## config.mk

```make
export PLATFORM = sky130hd
export DESIGN_NAME = gfx_pkt_framer
export DESIGN_NICKNAME = d
export VERILOG_FILES = /design/src/rtl/gfx_pkt_pkg.sv /design/src/rtl/gfx_pkt_lenlut.sv /design/src/rtl/gfx_pkt_envbank.sv /design/src/rtl/gfx_pkt_framer.sv
export SDC_FILE = /design/constraint.sdc
export NUM_CORES = 2
export LEC_CHECK = 0
export BUFFER_PORTS_ARGS = -buffer_cell sky130_fd_sc_hd__buf_2
export CORE_MARGIN = 5
export CORE_UTILIZATION = 37
export CTS_BUF_LIST = sky130_fd_sc_hd__clkbuf_8
export DETAILED_ROUTE_END_ITERATION = 8
export HOLD_SLACK_MARGIN = 0.02
export PLACE_DENSITY = 0.59
export SETUP_SLACK_MARGIN = 0.02
export SLEW_MARGIN = 20
export SYNTH_ARGS = -nofsm -noshare
export SYNTH_HDL_FRONTEND = slang
export SYNTH_SLANG_ARGS = --single-unit
```

## constraint.sdc

```tcl
create_clock -name clk -period 6.7 [get_ports clk]
set_input_delay 1.34 -clock clk [delete_from_list [all_inputs] [get_ports clk]]
set_output_delay 1.34 -clock clk [all_outputs]
set_load 0.1 [all_outputs]
```

## src/rtl/gfx_pkt_pkg.sv

```systemverilog
package gfx_pkt_pkg;
    localparam int WORD_W   = 32;
    localparam int OP_W     = 8;
    localparam int CNT_W    = 4;
    localparam int ENV_N    = 8;
    localparam int ENV_IW   = $clog2(ENV_N);
    localparam int TPAGE_W  = 9;
    localparam logic [OP_W-1:0] OP_XFER_WR = 8'hA0;
    localparam logic [OP_W-1:0] OP_XFER_RD = 8'hC0;
    localparam logic [OP_W-1:0] ENV_TAG    = 8'hE0;
endpackage

```

## src/rtl/gfx_pkt_lenlut.sv

```systemverilog
module gfx_pkt_lenlut
    import gfx_pkt_pkg::*;
(
    input  logic [OP_W-1:0]  op,
    output logic [CNT_W-1:0] nparam
);
    always_comb begin
        nparam = '0;
        unique case (op[7:5])
            3'b001: begin
                if (!op[4]) begin
                    case (op[3:2])
                        2'd0: nparam = 4'd3;
                        2'd1: nparam = 4'd6;
                        2'd2: nparam = 4'd4;
                        default: nparam = 4'd8;
                    endcase
                end else begin
                    case (op[3:2])
                        2'd0: nparam = 4'd5;
                        2'd1: nparam = 4'd8;
                        2'd2: nparam = 4'd7;
                        default: nparam = 4'd11;
                    endcase
                end
            end
            3'b010: begin
                if (op[4:3] == 2'b00)      nparam = 4'd2;
                else if (op[4:3] == 2'b11) nparam = 4'd4;
                else                       nparam = 4'd3;
            end
            default: begin
                if (op == 8'h02 || op == OP_XFER_WR || op == OP_XFER_RD) nparam = 4'd2;
                else if (op == 8'h80)                                    nparam = 4'd3;
                else                                                     nparam = 4'd0;
            end
        endcase
    end
endmodule

```

## src/rtl/gfx_pkt_envbank.sv

```systemverilog
module gfx_pkt_envbank
    import gfx_pkt_pkg::*;
(
    input  logic                clk,
    input  logic                rst_n,
    input  logic                wr_en,
    input  logic [ENV_IW-1:0]   wr_idx,
    input  logic [WORD_W-1:0]   wr_data,
    input  logic                tp_en,
    input  logic [TPAGE_W-1:0]  tp_val,
    input  logic [ENV_IW-1:0]   rd_idx,
    output logic [WORD_W-1:0]   rd_data,
    output logic [12:0]         status
);
    logic [WORD_W-1:0] env_d [ENV_N];
    logic [WORD_W-1:0] env_q [ENV_N];

    always_comb begin
        for (int i = 0; i < ENV_N; i++) env_d[i] = env_q[i];
        if (wr_en) env_d[wr_idx] = wr_data;
        if (tp_en) env_d[1][TPAGE_W-1:0] = tp_val;
    end

    always_ff @(posedge clk) begin
        for (int i = 0; i < ENV_N; i++) begin
            if (!rst_n) env_q[i] <= {ENV_TAG + OP_W'(i), {(WORD_W-OP_W){1'b0}}};
            else        env_q[i] <= env_d[i];
        end
    end

    assign rd_data = env_q[rd_idx];
    assign status  = {env_q[6][1:0], env_q[1][10:0]};
endmodule

```

## src/rtl/gfx_pkt_framer.sv

```systemverilog
module gfx_pkt_framer
    import gfx_pkt_pkg::*;
#(
    parameter int DEPTH = 12
) (
    input  logic               clk,
    input  logic               rst_n,
    input  logic               in_valid,
    input  logic [WORD_W-1:0]  in_data,
    output logic               in_ready,
    output logic               pkt_valid,
    output logic [WORD_W-1:0]  pkt_data,
    output logic               pkt_last,
    output logic               xfer_start,
    output logic               xfer_read,
    output logic [WORD_W-1:0]  xfer_pos,
    output logic [WORD_W-1:0]  xfer_size,
    input  logic               xfer_busy,
    input  logic [ENV_IW-1:0]  env_sel,
    output logic [WORD_W-1:0]  env_data,
    output logic [12:0]        status
);
    localparam int IW = $clog2(DEPTH + 1);

    typedef struct packed {
        logic                           emit;
        logic [IW-1:0]                  cnt;
        logic [IW-1:0]                  len;
        logic [IW-1:0]                  idx;
        logic [DEPTH-1:0][WORD_W-1:0]   pbuf;
        logic                           xs;
        logic                           xr;
        logic [WORD_W-1:0]              xpos;
        logic [WORD_W-1:0]              xsize;
    } fr_state_t;

    fr_state_t s_d, s_q;

    logic [OP_W-1:0]    op_cur;
    logic [CNT_W-1:0]   nparam;
    logic               env_we, tp_we;
    logic [ENV_IW-1:0]  env_widx;
    logic [TPAGE_W-1:0] tp_val;

    assign op_cur = (s_q.cnt == '0) ? in_data[WORD_W-1 -: OP_W] : s_q.pbuf[0][WORD_W-1 -: OP_W];

    gfx_pkt_lenlut u_lut (.op(op_cur), .nparam(nparam));

    gfx_pkt_envbank u_env (
        .clk(clk), .rst_n(rst_n),
        .wr_en(env_we), .wr_idx(env_widx), .wr_data(in_data),
        .tp_en(tp_we), .tp_val(tp_val),
        .rd_idx(env_sel), .rd_data(env_data), .status(status)
    );

    assign in_ready = !s_q.emit && !xfer_busy;

    always_comb begin
        logic [IW-1:0] plen;
        logic          acc;
        s_d      = s_q;
        s_d.xs   = 1'b0;
        env_we   = 1'b0;
        env_widx = op_cur[ENV_IW-1:0];
        tp_we    = 1'b0;
        tp_val   = '0;
        acc      = in_valid && in_ready;
        plen     = (s_q.cnt == '0) ? IW'(nparam) + IW'(1) : s_q.len;
        if (s_q.emit) begin
            if (s_q.idx == s_q.len - IW'(1)) begin
                s_d.emit = 1'b0;
                s_d.idx  = '0;
            end else begin
                s_d.idx = s_q.idx + IW'(1);
            end
        end else if (acc) begin
            s_d.pbuf[s_q.cnt] = in_data;
            s_d.len           = plen;
            if (s_q.cnt == '0 && op_cur[7:3] == ENV_TAG[7:3]) env_we = 1'b1;
            if (s_q.cnt + IW'(1) == plen) begin
                s_d.cnt = '0;
                if ((op_cur & 8'hF4) == 8'h24) begin
                    tp_we  = 1'b1;
                    tp_val = s_d.pbuf[4][TPAGE_W-1:0];
                end else if ((op_cur & 8'hF4) == 8'h34) begin
                    tp_we  = 1'b1;
                    tp_val = s_d.pbuf[5][TPAGE_W-1:0];
                end
                if (op_cur == OP_XFER_WR || op_cur == OP_XFER_RD) begin
                    s_d.xs    = 1'b1;
                    s_d.xr    = (op_cur == OP_XFER_RD);
                    s_d.xpos  = s_d.pbuf[1];
                    s_d.xsize = s_d.pbuf[2];
                end else begin
                    s_d.emit = 1'b1;
                    s_d.idx  = '0;
                end
            end else begin
                s_d.cnt = s_q.cnt + IW'(1);
            end
        end
    end

    always_ff @(posedge clk) begin
        if (!rst_n) s_q <= '0;
        else        s_q <= s_d;
    end

    assign pkt_valid  = s_q.emit;
    assign pkt_data   = s_q.pbuf[s_q.idx];
    assign pkt_last   = s_q.emit && (s_q.idx == s_q.len - IW'(1));
    assign xfer_start = s_q.xs;
    assign xfer_read  = s_q.xr;
    assign xfer_pos   = s_q.xpos;
    assign xfer_size  = s_q.xsize;
endmodule

```

==> Flow_metrics.wiki <==
{| class="wikitable"
! Metric !! Value
|-
| Category of the most critical setup path || reg2reg
|-
| Via count of the first global-routing pass || 24.47k
|-
| Area Overhead vs Synth || 10.07%
|-
| Number of port buffers || 184
|-
| Kind of end point of the critical path || flop
|-
| Root buf cell || sky130_fd_sc_hd__clkbuf_8
|-
| Placed cell areas || 33,200 um2
|-
| Setup violation total in the final timing report || 0
|-
| Setup repair after global routing missed its margin || false
|-
| Portion of synthesized cell area occupied by the leading cell type || 0.4446
|-
| Result of the run || finished clean
|-
| GR Overflow Total || 0
|-
| Number of clock sinks || 719
|-
| Total negative setup slack || 0 ps
|-
| Relative slew slack || 0.2360
|-
| Most frequent cell on the critical path || sky130_fd_sc_hd__ha_1
|-
| Detailed Route Iter0 Violations || 2,438
|-
| Number of unique standard cell types used by synthesis || 65
|-
| Number of setup buffers added after CTS || 0
|-
| CTS tree || yes
|-
| Antenna Nets Post-Route || 0
|-
| Data required time of the worst path || 7290 ps
|-
| Sequential Area || 14,400 um2
|-
| Die width || 305.8 um
|-
| Number of synthesized flops with an enable pin || 0
|-
| Placed wire-length estimate || 60,770 um
|-
| Clock slew at the register clock pins of the worst setup and hold paths || 70 ps
|-
| Primary flip-flop cell chosen by synthesis mapping || sky130_fd_sc_hd__dfxtp_1
|-
| Post-route design area || 35,640 um2
|-
| Fill cells || 8,579
|-
| Global-route wire length before repair || 154,600 um
|-
| Largest delay contributor family on the critical path || simple AND/OR/NAND/NOR gates
|-
| Sequential element share of the synthesized area || 0.4446
|-
| Placer congestion estimate || 0.8332
|-
| Final count of hold timing violations || 0
|-
| Number of slew-limit violations in the final report || 0
|-
| Classification of the worst-slack hold path || reg2reg
|-
| MaxCap Viol Count || 0
|-
| Num CTS Buffers || 117
|-
| Area taken by multi-input logic gates || 15,880 um2
|-
| Peak supply drop || 0.1538 mV
|-
| Master of the slowest instance on the critical path || sky130_fd_sc_hd__or3b_1
|-
| First-pass iteration count of the detailed router || 5
|-
| Aggregate routed wire length || 102,500 um
|-
| Hold bufs inserted after CTS || 0
|-
| Pin count of the biggest net entering global routing || 164
|-
| Number of nets in the finished design || 3,616
|-
| WL/cell || 21.28 um
|-
| Initial core utilization || 0.3732
|-
| Via count of the routed design || 25.81k
|-
| Most area-hungry cell type in the Yosys netlist || sky130_fd_sc_hd__dfxtp_1
|-
| Proportion of register bits with asynchronous set or reset after synthesis || 0
|-
| Synthesized Nets || 3,690
|-
| Main area contributors after synthesis || sky130_fd_sc_hd__dfxtp_1 (44%), sky130_fd_sc_hd__nand2_1 (12%), sky130_fd_sc_hd__mux4_2 (11%), sky130_fd_sc_hd__a21oi_1 (7.7%), sky130_fd_sc_hd__mux2i_1 (6.3%)
|-
| Final clock skew || 25.84 ps
|-
| Number of buffers and inverters on the critical path || 2
|-
| Layout cells sized above 1 || 0.1970
|-
| Crit path time final || 5395 ps
|-
| Overall routing resource usage || 0.2095
|-
| Clock insertion delay at the later pin of the skew report || 750 ps
|-
| Data arrival at the endpoint of the critical path || 5990 ps
|-
| # rows || 108
|-
| Leak Pwr || 13.69 nW
|-
| Mapped cell area || 32,380 um2
|-
| Slowest stage delay, CP || 600 ps
|-
| Number of synthesized register bits || 719
|-
| Largest buffer count on any clock path || 3
|-
| Number of top-level pins || 185
|-
| Die boundary height || 305.8 um
|-
| Yosys warnings || 0
|-
| Initial antenna violation count || 7
|-
| Share of the clock period used by the worst path after layout || 0.8052
|-
| DRC || 0
|-
| Syn avg cell area || 8.897 um2
|-
| Final std cells w/o fill || 4,817
|-
| Post-detailed-route via-to-cell ratio || 5.358
|-
| Placed cell count || 4,601
|-
| Startpoint type of the worst setup path || flop
|-
| Power Total || 9.487 mW
|-
| Ordered list of cells on the worst path || inv_1, ha_1, or3b_1, mux2i_1, ha_1, nor3b_1, and4b_1, or2_1, a221o_1, ha_1, xor2_1, or4_4, a31oi_4, o2111ai_4, buf_4, mux2i_1, nor2_1
|-
| Max Fclk || 185.4 MHz
|-
| Area of the die || 93,520 um2
|-
| Power density over the cells || 266.2 nW/um2
|-
| Post-cts sizing count || 0
|-
| Number of standard cells after synthesis || 3,639
|-
| Slew @ Worst Pin || 1142 ps
|-
| H-tree depth || 3
|-
| Core region area || 86,750 um2
|-
| Worst-path maximum fanout || 32
|}
registers in the layout, summed over array words and instances, names as in the netlist:
| signal | count |
|---|---|
| xfer_pos | 32 |
| xfer_read | 1 |
| xfer_size | 32 |
| xfer_start | 1 |
| u_env.env_q | 256 |
| s_q | 396 |
| pkt_valid | 1 |
final timing paths:
path / from / end / slack (ps) / cells past startpoint
worst min-delay path: u_env.env_q[5][29]$_SDFFE_PN1P_ / u_env.env_q[5][29]$_SDFFE_PN1P_ / 430 / 1
worst max-delay path: s_q[458]$_SDFFE_PN0P_ / xfer_pos[17]$_SDFFE_PN0P_ / 1310 / 17
worst min register to register: u_env.env_q[5][29]$_SDFFE_PN1P_ / u_env.env_q[5][29]$_SDFFE_PN1P_ / 430 / 1
worst max register to register: s_q[458]$_SDFFE_PN0P_ / xfer_pos[17]$_SDFFE_PN0P_ / 1310 / 17
routing by layer:
| layer | global-route usage | routed length (um) |
|---|---|---|
| met5 | 0 | 34 |
| met4 | 0.06388 | 3101 |
| met3 | 0.04142 | 7790 |
| met2 | 0.3396 | 47700 |
| met1 | 0.2853 | 43860 |
per-stage QoR:
stage                     setup slack (ps)    util  hold WS, ps
after floorplan                       1707       -        409.9
after global placement                1238  0.3826        420.3
after detailed placement              1172  0.3826        422.5
after CTS                             1361  0.4107        437.2
after global routing                 913.2  0.4108        456.9
final                                 1305  0.4108        434.6
cell usage in the layout (no fill, tap or decap), types with 8 or more instances in the layout:
cell	instances
sky130_fd_sc_hd__nand2_1	1023
sky130_fd_sc_hd__dfxtp_1	716
sky130_fd_sc_hd__a21oi_1	498
sky130_fd_sc_hd__mux2i_1	204
sky130_fd_sc_hd__nor2_1	198
sky130_fd_sc_hd__buf_2	183
sky130_fd_sc_hd__mux4_2	160
sky130_fd_sc_hd__clkbuf_8	158
sky130_fd_sc_hd__mux2_2	97
sky130_fd_sc_hd__inv_1	92
sky130_fd_sc_hd__o22ai_1	42
sky130_fd_sc_hd__buf_4	35
sky130_fd_sc_hd__or3_1	19
sky130_fd_sc_hd__or2_2	19
sky130_fd_sc_hd__nor3_1	18
sky130_fd_sc_hd__and3_1	16
sky130_fd_sc_hd__nand2_2	14
sky130_fd_sc_hd__nand3_1	13
sky130_fd_sc_hd__xnor2_1	12
sky130_fd_sc_hd__ha_1	12
sky130_fd_sc_hd__mux2_4	10
sky130_fd_sc_hd__nor3b_1	8
sky130_fd_sc_hd__and2_2	8
report_power, final:
group	switching, mW	total, mW	internal (mW)
Combinational	0.832	1.19	0.361
Sequential	0.0666	4.38	4.31
Clock	1.79	3.91	2.12
Yosys cell counts, drive strengths merged (19+ instances only):
master	n
nor2	199
mux4	160
or3	19
mux2	107
inv	48
or2	21
a21oi	498
buf	123
nand2	1037
dfxtp	719
clkbuf	293
mux2i	205
o22ai	42
and3	19
area by class of cell:
cell class                      instances  area share
Tap cell                             1155     0.04055
Inverter                               48    0.005266
Antenna cell                            3   0.0002107
Clock inverter                         55    0.007268
Timing Repair Buffer                  223     0.03588
Clock buffer                          158     0.06102
Multi-Input combinational cell       2456      0.4457
Sequential cell                       719      0.4042
worst reg2reg max path, stage by stage (launching register included):
cell,delay (ps)
sky130_fd_sc_hd__dfxtp_1,400
sky130_fd_sc_hd__inv_1,170
sky130_fd_sc_hd__ha_1,370
sky130_fd_sc_hd__or3b_1,600
sky130_fd_sc_hd__mux2i_1,280
sky130_fd_sc_hd__ha_1,290
sky130_fd_sc_hd__nor3b_1,150
sky130_fd_sc_hd__and4b_1,250
sky130_fd_sc_hd__or2_1,260
sky130_fd_sc_hd__a221o_1,350
sky130_fd_sc_hd__ha_1,320
sky130_fd_sc_hd__xor2_1,180
sky130_fd_sc_hd__or4_4,500
sky130_fd_sc_hd__a31oi_4,280
sky130_fd_sc_hd__o2111ai_4,190
sky130_fd_sc_hd__buf_4,340
sky130_fd_sc_hd__mux2i_1,270
sky130_fd_sc_hd__nor2_1,50
cells by family (layout without fill, tap and decap cells):
group                    after synthesis  in the layout  share of synthesized area
adder cells (fa/ha/maj)               12             12                   0.004637
AND/OR/NAND/NOR                     1384           1384                     0.1727
XOR/XNOR                              15             15                   0.004058
flip-flops                           719            719                     0.4446
AO/OA/AOI/OAI                        573            573                    0.09383
multiplexers                         472            472                     0.2132
other                                  0              3                          0
buffers and inverters                464            484                    0.06705
Power figures use the tool's default switching activity.
